File: src/rtl/ism_pkg.sv
package ism_pkg;
  typedef enum logic [1:0] {
    OP_FETCH = 2'd0,
    OP_STORE = 2'd1,
    OP_ALLOC = 2'd2,
    OP_FREE  = 2'd3
  } ism_op_e;

  typedef enum logic [1:0] {
    LOC_UNALLOC = 2'd0,
    LOC_EMPTY   = 2'd1,
    LOC_FULL    = 2'd2
  } loc_st_e;
endpackage

File: src/rtl/ism_defer_pool.sv
module ism_defer_pool #(
  parameter int DEPTH = 4,
  parameter int TAG_W = 4,
  parameter int IDX_W = 2
) (
  input  logic             clk_i,
  input  logic             rst_ni,
  input  logic             push_i,
  input  logic [TAG_W-1:0] push_tag_i,
  input  logic             link_i,
  input  logic [IDX_W-1:0] link_prev_i,
  input  logic             pop_i,
  input  logic [IDX_W-1:0] pop_idx_i,
  output logic [IDX_W-1:0] free_idx_o,
  output logic             full_o,
  input  logic [IDX_W-1:0] rd_idx_i,
  output logic [TAG_W-1:0] rd_tag_o,
  output logic [IDX_W-1:0] rd_next_o
);
  logic [DEPTH-1:0] used_q;
  logic [TAG_W-1:0] tag_q  [DEPTH];
  logic [IDX_W-1:0] next_q [DEPTH];
  logic [DEPTH-1:0] sel_free;

  // one-hot lowest free entry
  generate
    for (genvar g = 0; g < DEPTH; g++) begin : g_sel
      if (g == 0) begin : g_first
        assign sel_free[g] = !used_q[g];
      end else begin : g_rest
        assign sel_free[g] = !used_q[g] && (&used_q[g-1:0]);
      end
    end
  endgenerate

  always_comb begin
    free_idx_o = '0;
    for (int i = 0; i < DEPTH; i++)
      if (sel_free[i]) free_idx_o = IDX_W'(i);
  end

  assign full_o    = &used_q;
  assign rd_tag_o  = tag_q[rd_idx_i];
  assign rd_next_o = next_q[rd_idx_i];

  always_ff @(posedge clk_i or negedge rst_ni) begin
    if (!rst_ni) begin
      used_q <= '0;
    end else begin
      if (pop_i)  used_q[pop_idx_i]  <= 1'b0;
      if (push_i) used_q[free_idx_o] <= 1'b1;
    end
  end

  always_ff @(posedge clk_i) begin
    if (push_i) tag_q[free_idx_o] <= push_tag_i;
    if (push_i && link_i) next_q[link_prev_i] <= free_idx_o;
  end

  a_r8_no_overflow: assert property (@(posedge clk_i) disable iff (!rst_ni)
    push_i |-> !full_o);
  a_r3_pop_live: assert property (@(posedge clk_i) disable iff (!rst_ni)
    pop_i |-> used_q[pop_idx_i]);
endmodule

File: src/rtl/ism_loc_table.sv
module ism_loc_table
  import ism_pkg::*;
#(
  parameter int ADDR_W = 3,
  parameter int DATA_W = 8,
  parameter int IDX_W  = 2
) (
  input  logic              clk_i,
  input  logic              rst_ni,
  input  logic [ADDR_W-1:0] addr_i,
  output loc_st_e           st_o,
  output logic [DATA_W-1:0] data_o,
  output logic              pend_o,
  output logic [IDX_W-1:0]  head_o,
  output logic [IDX_W-1:0]  tail_o,
  input  logic              set_st_i,
  input  loc_st_e           st_val_i,
  input  logic              fill_i,
  input  logic [DATA_W-1:0] fill_data_i,
  input  logic              park_i,
  input  logic [IDX_W-1:0]  park_idx_i,
  input  logic              clr_pend_i,
  input  logic [ADDR_W-1:0] clr_addr_i
);
  localparam int NLOC = 1 << ADDR_W;

  loc_st_e           st_q   [NLOC];
  logic [NLOC-1:0]   pend_q;
  logic [DATA_W-1:0] data_q [NLOC];
  logic [IDX_W-1:0]  head_q [NLOC];
  logic [IDX_W-1:0]  tail_q [NLOC];

  assign st_o   = st_q[addr_i];
  assign data_o = data_q[addr_i];
  assign pend_o = pend_q[addr_i];
  assign head_o = head_q[addr_i];
  assign tail_o = tail_q[addr_i];

  always_ff @(posedge clk_i or negedge rst_ni) begin
    if (!rst_ni) begin
      for (int i = 0; i < NLOC; i++) st_q[i] <= LOC_UNALLOC;
      pend_q <= '0;
    end else begin
      if (set_st_i)    st_q[addr_i] <= st_val_i;
      else if (fill_i) st_q[addr_i] <= LOC_FULL;
      if (clr_pend_i)  pend_q[clr_addr_i] <= 1'b0;
      if (park_i)      pend_q[addr_i] <= 1'b1;
    end
  end

  always_ff @(posedge clk_i) begin
    if (fill_i) data_q[addr_i] <= fill_data_i;
    if (park_i) begin
      tail_q[addr_i] <= park_idx_i;
      if (!pend_q[addr_i]) head_q[addr_i] <= park_idx_i;
    end
  end

  a_r4_fill_only_empty: assert property (@(posedge clk_i) disable iff (!rst_ni)
    fill_i |-> st_q[addr_i] == LOC_EMPTY);
  a_r2_park_only_empty: assert property (@(posedge clk_i) disable iff (!rst_ni)
    park_i |-> st_q[addr_i] == LOC_EMPTY);
endmodule

File: src/rtl/istruct_mem.sv
module istruct_mem
  import ism_pkg::*;
#(
  parameter int ADDR_W     = 3,
  parameter int DATA_W     = 8,
  parameter int TAG_W      = 4,
  parameter int POOL_DEPTH = 4
) (
  input  logic              clk_i,
  input  logic              rst_ni,
  input  logic              req_valid_i,
  output logic              req_ready_o,
  input  logic [1:0]        req_op_i,
  input  logic [ADDR_W-1:0] req_addr_i,
  input  logic [DATA_W-1:0] req_data_i,
  input  logic [TAG_W-1:0]  req_tag_i,
  output logic              rsp_valid_o,
  input  logic              rsp_ready_i,
  output logic [TAG_W-1:0]  rsp_tag_o,
  output logic [DATA_W-1:0] rsp_data_o,
  output logic              err_rewrite_o,
  output logic              err_free_busy_o,
  output logic              err_bad_state_o
);
  localparam int IDX_W = (POOL_DEPTH > 1) ? $clog2(POOL_DEPTH) : 1;

  ism_op_e           op;
  loc_st_e           st;
  logic [DATA_W-1:0] st_data;
  logic              pend;
  logic [IDX_W-1:0]  head, tail, free_idx, rd_next;
  logic [TAG_W-1:0]  rd_tag;
  logic              pool_full, slot_free, acc;
  logic              hit, park, fill, rewrite, bad, free_busy, do_alloc, do_free;
  logic              set_st, step, last;
  loc_st_e           st_val;

  logic              drain_q;
  logic [IDX_W-1:0]  cur_q, last_q;
  logic [ADDR_W-1:0] daddr_q;
  logic [DATA_W-1:0] ddata_q;

  assign op        = ism_op_e'(req_op_i);
  assign slot_free = !rsp_valid_o || rsp_ready_i;
  assign req_ready_o = !drain_q && !(op == OP_FETCH && (pool_full || !slot_free));
  assign acc       = req_valid_i && req_ready_o;

  always_comb begin
    hit       = acc && op == OP_FETCH && st == LOC_FULL;
    park      = acc && op == OP_FETCH && st == LOC_EMPTY;
    fill      = acc && op == OP_STORE && st == LOC_EMPTY;
    rewrite   = acc && op == OP_STORE && st == LOC_FULL;
    bad       = acc && (((op == OP_FETCH || op == OP_STORE || op == OP_FREE) && st == LOC_UNALLOC)
                        || (op == OP_ALLOC && st != LOC_UNALLOC));
    free_busy = acc && op == OP_FREE && st != LOC_UNALLOC && pend;
    do_alloc  = acc && op == OP_ALLOC && st == LOC_UNALLOC;
    do_free   = acc && op == OP_FREE && st != LOC_UNALLOC && !pend;
    set_st    = do_alloc || do_free;
    st_val    = do_alloc ? LOC_EMPTY : LOC_UNALLOC;
  end

  assign step = drain_q && slot_free;
  assign last = cur_q == last_q;

  ism_loc_table #(.ADDR_W(ADDR_W), .DATA_W(DATA_W), .IDX_W(IDX_W)) u_tab (
    .clk_i, .rst_ni,
    .addr_i(req_addr_i), .st_o(st), .data_o(st_data), .pend_o(pend),
    .head_o(head), .tail_o(tail),
    .set_st_i(set_st), .st_val_i(st_val),
    .fill_i(fill), .fill_data_i(req_data_i),
    .park_i(park), .park_idx_i(free_idx),
    .clr_pend_i(step && last), .clr_addr_i(daddr_q)
  );

  ism_defer_pool #(.DEPTH(POOL_DEPTH), .TAG_W(TAG_W), .IDX_W(IDX_W)) u_pool (
    .clk_i, .rst_ni,
    .push_i(park), .push_tag_i(req_tag_i),
    .link_i(pend), .link_prev_i(tail),
    .pop_i(step), .pop_idx_i(cur_q),
    .free_idx_o(free_idx), .full_o(pool_full),
    .rd_idx_i(cur_q), .rd_tag_o(rd_tag), .rd_next_o(rd_next)
  );

  always_ff @(posedge clk_i or negedge rst_ni) begin
    if (!rst_ni) begin
      drain_q <= 1'b0;
      cur_q   <= '0;
      last_q  <= '0;
      daddr_q <= '0;
      ddata_q <= '0;
    end else if (fill && pend) begin
      drain_q <= 1'b1;
      cur_q   <= head;
      last_q  <= tail;
      daddr_q <= req_addr_i;
      ddata_q <= req_data_i;
    end else if (step) begin
      cur_q <= rd_next;
      if (last) drain_q <= 1'b0;
    end
  end

  always_ff @(posedge clk_i or negedge rst_ni) begin
    if (!rst_ni) begin
      rsp_valid_o <= 1'b0;
      rsp_tag_o   <= '0;
      rsp_data_o  <= '0;
    end else if (hit) begin
      rsp_valid_o <= 1'b1;
      rsp_tag_o   <= req_tag_i;
      rsp_data_o  <= st_data;
    end else if (step) begin
      rsp_valid_o <= 1'b1;
      rsp_tag_o   <= rd_tag;
      rsp_data_o  <= ddata_q;
    end else if (rsp_ready_i) begin
      rsp_valid_o <= 1'b0;
    end
  end

  always_ff @(posedge clk_i or negedge rst_ni) begin
    if (!rst_ni) begin
      err_rewrite_o   <= 1'b0;
      err_free_busy_o <= 1'b0;
      err_bad_state_o <= 1'b0;
    end else begin
      err_rewrite_o   <= rewrite;
      err_free_busy_o <= free_busy;
      err_bad_state_o <= bad;
    end
  end

  a_r10_rsp_hold: assert property (@(posedge clk_i) disable iff (!rst_ni)
    rsp_valid_o && !rsp_ready_i |=> rsp_valid_o && $stable(rsp_tag_o) && $stable(rsp_data_o));
  a_r3_drain_reply: assert property (@(posedge clk_i) disable iff (!rst_ni)
    drain_q && slot_free |=> rsp_valid_o);
  a_r6_err_no_reply: assert property (@(posedge clk_i) disable iff (!rst_ni)
    $rose(rsp_valid_o) |-> !err_bad_state_o);
endmodule

File: config.mk
export PLATFORM = sky130hd
export DESIGN_NAME = istruct_mem
export DESIGN_NICKNAME = d
export VERILOG_FILES = /design/src/rtl/ism_pkg.sv /design/src/rtl/ism_defer_pool.sv /design/src/rtl/ism_loc_table.sv /design/src/rtl/istruct_mem.sv
export SDC_FILE = /design/constraint.sdc
export NUM_CORES = 1
export LEC_CHECK = 0
export BUFFER_PORTS_ARGS = -buffer_cell sky130_fd_sc_hd__buf_2
export CELL_PAD_IN_SITES_DETAIL_PLACEMENT = 0
export CELL_PAD_IN_SITES_GLOBAL_PLACEMENT = 1
export CORE_AREA = 2 2 134 136
export CTS_BUF_LIST = sky130_fd_sc_hd__clkbuf_8 sky130_fd_sc_hd__clkbuf_16
export DETAILED_ROUTE_END_ITERATION = 7
export DIE_AREA = 0 0 136 138
export GPL_TIMING_DRIVEN = 0
export PLACE_DENSITY_LB_ADDON = 0.1
export SLEW_MARGIN = 20
export SYNTH_ARGS = -nofsm -noshare
export SYNTH_HDL_FRONTEND = slang
export SYNTH_HIERARCHICAL = 1
export SYNTH_SLANG_ARGS = --single-unit
File: constraint.sdc
create_clock -name clk_i -period 2.9 [get_ports clk_i]
set_clock_uncertainty 0.2 [all_clocks]
set_input_delay 0.58 -clock clk_i [delete_from_list [all_inputs] [get_ports clk_i]]
set_output_delay 0.58 -clock clk_i [all_outputs]
set_load 0.05 [all_outputs]
# Word-level counts from Yosys, hierarchy flattened
# Memory sizes are Yosys's and may differ from the RTL's.
# Index checks and enable logic that the tools add are counted.
word_totals:
  register_bits: 60
  mem_bits_rw: 120
  inputBits: 21
  out_inout_bits: 17
  elab_cells: 155
  n_memories: 5
classes:
  magnitude_cmp: 10
  n_eq_ne: 6
  n_mux: 47
  n_bitwise: 10
  reduce_logical: 56
memory_table:
  columns: ["memory", "words", "width", "rd", "rd_ports_with_merged_regs", "write_ports", "line", "rtl"]
  rows:
  - ["u_tab.data_q", 8, 8, 1, 0, 1, "ism_loc_table.sv:29", "logic [DATA_W-1:0] data_q [NLOC];"]
  - ["u_pool.tag_q", 4, 4, 1, 0, 1, "ism_defer_pool.sv:21", "logic [TAG_W-1:0] tag_q [DEPTH];"]
  - ["u_tab.head_q", 8, 2, 1, 0, 1, "ism_loc_table.sv:30", "logic [IDX_W-1:0] head_q [NLOC];"]
  - ["u_tab.tail_q", 8, 2, 1, 0, 1, "ism_loc_table.sv:31", "logic [IDX_W-1:0] tail_q [NLOC];"]
  - ["u_pool.next_q", 4, 2, 1, 0, 1, "ism_defer_pool.sv:22", "logic [IDX_W-1:0] next_q [DEPTH];"]
ops:
  columns: ["operator", "n"]
  rows:
  - ["16-bit two-way mux", 2]
  - ["8-bit two-way mux", 4]
  - ["1-bit logical AND", 30]
  - ["1-bit two-way mux", 22]
  - ["8-bit bitwise AND", 2]
  - ["16-bit bitwise mux", 1]
  - ["4-bit two-way mux", 4]
  - ["8-bit inverter", 2]
  - ["8-bit OR", 2]
  - ["2-bit two-way mux", 7]
  - ["2-bit nonzero test", 5]
  - ["1-bit zero test", 8]
  - ["3-bit by 4-bit < comparator with 1-bit output (second input constant)", 2]
  - ["2-bit binary-select mux with 3-bit select", 1]
  - ["1-bit demux with 3-bit select", 2]
  - ["2-bit demux with 3-bit select", 1]
  - ["2-bit == test (second input constant)", 3]
  - ["3-bit by 1-bit >= comparator with 1-bit output (second input constant)", 2]
  - ["1-bit logical OR", 6]
  - ["2-bit by 3-bit < comparator with 1-bit output (second input constant)", 2]
  - ["4-bit bitwise AND", 1]
  - ["1-bit demux with 2-bit select", 2]
  - ["2-bit by 1-bit == test with 1-bit output (second input constant)", 2]
  - ["2-bit by 1-bit >= comparator with 1-bit output (second input constant)", 2]
  - ["12 further kinds", 14]

# Logic depth before layout (Yosys ltp)
logic_depth:
  ltp_word: 13
  mapped_depth: 14
  mapped_depth_nobuf: 11

# By module
# Netlist, hierarchy kept.
by_module_without_submodules:
  columns: ["mod", "n_inst", "cells_per_inst", "area_each_um2", "seq_area_each_um2"]
  rows:
  - ["ism_loc_table", 1, 343, 5027.3, 3483.3]
  - ["istruct_mem", 1, 117, 1497.7, 800.8]
  - ["ism_defer_pool", 1, 64, 1133.6, 820.8]

# Least setup slack after synthesis
# OpenSTA, ideal clock, no wires.
synth_path:
  path_kind: "input to register"
  startpoint: "input port req_addr_i[1]"
  endpoint: "memory u_pool.tag_q[0][0] (enable)"
  setup_time_ps: 361
  arrival_ps: 2833
  t_required_ps: 2339
  slack_ps: -494
  cell_stages: 9
  path_buffers: 3
  cell_sequence: "buf_2 -> buf_2 -> clkbuf_1 -> a221oi_1 -> o21ai_0 -> nand3b_1 -> nor4_1 -> nand2_1 -> o21ai_0"
synth_between:
  elab_chain_cells: 8
synth_lines:
  columns: ["element", "line", "rtl"]
  rows:
  - ["start: declaration", "istruct_mem.sv:14", "input logic [ADDR_W-1:0] req_addr_i,"]
  - ["3-bit inverter with 4-bit output (implied by the code)", "ism_loc_table.sv:33", "assign st_o = st_q[addr_i];"]
  - ["2-bit binary-select mux with 3-bit select", "ism_loc_table.sv:33", null]
  - ["2-bit two-way mux (implied by the code) (2 in a row)", "ism_loc_table.sv:33", null]
  - ["via st[0]", "istruct_mem.sv:28", "loc_st_e st;"]
  - ["2-bit by 1-bit == test with 1-bit output", "istruct_mem.sv:50", "park = acc && op == OP_FETCH && st == LOC_EMPTY;"]
  - ["1-bit logical AND", "istruct_mem.sv:50", null]
  - ["via park", "istruct_mem.sv:34", "logic hit, park, fill, rewrite, bad, free_busy, do_alloc, do_free;"]
  - ["1-bit two-way mux", "ism_defer_pool.sv:56", "if (push_i) tag_q[free_idx_o] <= push_tag_i;"]
  - ["1-bit two-way mux (implied by the code)", "ism_defer_pool.sv:56", null]
  - ["end: declaration", "ism_defer_pool.sv:21", null]
# The timed path passes the listed nets, and every way through them passes these cells. The select of a mux whose other input is x is not followed.

# Worst setup path after layout
layout_path:
  startpoint: "input port req_addr_i[0]"
  endpoint: "memory u_tab.head_q[5][1] (enable)"
layout_between:
  elab_chain_cells: 8
  word_cells_on_any_way: 11
  cone_classes: "eq/ne: 1; mux: 8; bitwise: 1; reduce/logical: 1"
layout_lines:
  columns: ["element", "line", "rtl"]
  rows:
  - ["3-bit inverter with 4-bit output (implied by the code)", "ism_loc_table.sv:33", null]
  - ["2-bit binary-select mux with 3-bit select", "ism_loc_table.sv:33", null]
  - ["2-bit two-way mux (implied by the code) (2 in a row)", "ism_loc_table.sv:33", null]
  - ["via st[1]", "istruct_mem.sv:28", null]
  - ["2-bit by 1-bit == test with 1-bit output", "istruct_mem.sv:50", null]
  - ["1-bit logical AND", "istruct_mem.sv:50", null]
  - ["via park", "istruct_mem.sv:34", null]
  - ["1-bit two-way mux", "ism_loc_table.sv:53", "if (park_i) begin"]
  - ["1-bit two-way mux (implied by the code)", "ism_loc_table.sv:55", "if (!pend_q[addr_i]) head_q[addr_i] <= park_idx_i;"]
  - ["end: declaration", "ism_loc_table.sv:30", null]
# The timed path passes the listed nets, and every way through them passes these cells. The select of a mux whose other input is x is not followed.

==> run summary <==
Status - completed
Share of layout cells above drive strength 1 - 0.346
First-pass GRT wire length - 28800 um
Synthesized cell area - 0.00766 mm2
Post-route ant nets - 0
Post-synthesis instance total - 524
FF-to-FF Start - u_tab/st_q[13]
Drc violations - 0
Startpoint types - input port
Die Y - 138 um
Drt pass-1 iters - 7
Seq pwr share - 0.475
Core Area - 0.0175 mm2
Psw - 2.08 mW
Post-synthesis compound-gate area fraction - 0.0923
Met3 wire length - 728 um
Area contributors post-synth - edfxtp_1 47%, dfrtp_1 20%, mux4_2 5.9%
Area of the multi-input gates - 0.00265 mm2
Clk network pwr share - 0.336
Port bufs - 36
1st-iter DRT viols - 425
Synth Flop Type - edfxtp_1
Xor and xnor area share after synthesis - 0.00229
HP Class - input port to flop
Rel. slew slack - 0.403
Tcrit/Tclk final - 0.977
Final #Nets - 620
Die width - 136 um
Met1 WL - 8520 um
CP Launch Point - req_addr_i[0]
Synth cell count leaders - 120 x edfxtp_1, 60 x dfrtp_1, 58 x nand2_1, 30 x o21ai_0, 25 x nor2_1
Vias in the first global route - 4714
Slew Limit Fails - 0
Fill cell count - 1506
Area delta synth->final - 20.9%
Crit path required time - 2840 ps
GRT Total Usage - 0.207
Reg area - 0.00510 mm2
Final Hold Viols - 0
Main combinational cell family by area after synthesis - multiplexers
Maximum clock frequency - 0.353 GHz
Initial antenna violation count - 0
Clock slew at reported path FFs - 70 ps
Switching fraction of total power - 0.312
Hpwl dp - 12700 um
# clock sinks - 180
Met2 WL - 9080 um
Largest net degree at the start of global routing - 43
Max Root-Sink Buffers - 2
Post-synthesis mux area share - 0.114
Post-synth EDFFs - 120
#FFs+latches synth - 180
YS warnings - 6
Internal power - 4.60 mW
CP arrival - 2770 ps
Max H-tree Level - 4
I/O pin cnt - 38
Initial Util - 0.437
Highest metal used - met4
Avg Synthesized Cell Area - 14.6 um2
Gate power share - 0.189
Peak supply drop - 0.000402 V
Crit path capture type - flop
Netlist cell types - 54
Fin Setup TNS - 0 ps
Cell taking the most area after synthesis - edfxtp_1
DR vias - 4758
Leak - 3.71 nW
Sequential share of the synthesized area - 0.667
Routed len/inst - 22.0 um
Clock Latency Late Sink - 430 ps
Row count - 49
Gpl congestion - 0.813
CP max FO - 10
CTS buffer count - 17
Adder-cell area share of the yosys netlist - 0
DRT Wirelength - 18500 um
Setup CP Type - input port to flop
Async set-reset flop share out of synthesis - 0.333
Max-cap violations - 0
Final min period - 2830 ps
Setup Viol. Count Final - 0
Routed vias/inst - 5.66
Power Dens Cells - 721 mW/mm2
Worst min-delay path startpoint - req_tag_i[3]
Die area - 0.0188 mm2
Share of the synthesized area in the top cell type - 0.471
Cell with the most instances after synthesis - edfxtp_1
Remaining global-route overflow - 0
Unrepaired setup endpoints after global routing - false
Root buffer cell - clkbuf_16
Post-synthesis simple-gate area fraction - 0.0977
Antenna Diode Count - 0
Final Cell Area - 0.00926 mm2
CTS tree - yes
Area post-placement - 0.00831 mm2
Worst Tran Pin Value - 895 ps
==> placed cells by master, fill, tap and decap left out, types with 13 or more instances in the layout <==
cell type / count
a22o_1: 17
mux2_2: 15
clkbuf_16: 17
nand2_1: 54
edfxtp_1: 120
dfrtp_1: 60
o21ai_0: 27
mux2i_1: 13
mux4_2: 20
buf_4: 24
buf_2: 37
a21o_1: 13
==> metal layers <==
metal / GRT usage / up-vias
met5: 0 / -
met3: 0.0385 / 13
li1: - / 2162
met2: 0.322 / 109
met4: 0.0493 / 0
met1: 0.305 / 2474
==> layout make-up <==
| cell class | count | area share |
|---|---|---|
| inverter | 13 | 0.00527 |
| timing repair buffer | 56 | 0.0390 |
| clock inverter | 15 | 0.0174 |
| clock buffer | 17 | 0.0459 |
| sequential | 180 | 0.551 |
| multi-input combinational | 306 | 0.287 |
| buffer | 25 | 0.0235 |
| tap | 229 | 0.0309 |
==> power by group through the flow <==
stage / clock (mW) / combinational (mW) / sequential (mW)
3_3_place_gp: 0 / 1.18 / 3.21
3_5_place_dp: 0 / 1.20 / 3.22
5_1_grt: 2.39 / 1.35 / 3.19
6_report: 2.25 / 1.26 / 3.17
2_1_floorplan: 0 / 0.574 / 3.47
4_1_cts: 2.28 / 1.25 / 3.16
==> worst max-delay path, stage by stage <==
cell and delay (ps):
buf_2 110, buf_6 150, buf_8 170, buf_8 160, a221oi_4 290, o22ai_2 160
nand3b_1 290, nor4_4 200, buf_6 160, buf_6 160, nand2_1 140, nor2_2 190
==> stage by stage <==
stage / util / hold slack, ps / setup WS, ps / power, mW / std cells
2_1_floorplan: - / 84.4 / -63.3 / 4.04 / 525
3_3_place_gp: 0.472 / 257 / -1100 / 4.39 / 790
3_5_place_dp: 0.474 / 262 / -1170 / 4.42 / 791
4_1_cts: 0.519 / 168 / -10.8 / 6.69 / 835
5_1_grt: 0.528 / 172 / 2.22 / 6.93 / 841
6_report: 0.528 / 180 / 67.9 / 6.68 / 841
==> kinds of logic (layout without fill, tap and decap cells) <==
logic type,count (synthesis),in the layout
DFF,180,180
AOI/OAI and AO/OA,101,101
xor gates and xnor gates,2,2
and+or+nand+nor,144,144
buffers and inverters,39,126
other,1,2
muxes,57,57
==> what timing repair did <==
item | 4_1_cts | 5_1_grt
hold buffers | 1 | 0
hold endpoints to repair | 18 | 0
endpoints found under the setup margin | 163 | 142
buffers inserted | 11 | 7
resized for setup | 30 | 31
pin swaps | 6 | 12
gates cloned | 0 | 0
==> path summary, 6_finish.rpt <==
check	end	slack, ps	depth (start not counted)
min in group asynchronous	u_tab/st_q[6]	370	2
max reg2reg	u_tab/head_q[5][1]	180	9
min reg2reg	rsp_data_o[5]	280	1
max	u_tab/head_q[5][1]	70	12
max in group asynchronous	last_q[0]	1610	3
min	u_pool/tag_q[0][3]	180	1
==> registers in the layout, indices dropped and copies added, names as in the netlist, 2 cells and up <==
signal,cells
u_tab/tail_q,16
cur_q,2
last_q,2
rsp_tag_o,4
daddr_q,3
u_tab/st_q,16
u_tab/data_q,64
u_pool/used_q,4
u_tab/head_q,16
u_tab/pend_q,8
u_pool/tag_q,16
u_pool/next_q,8
rsp_data_o,8
ddata_q,8
Note: power is estimated with default switching activity, not from simulation.
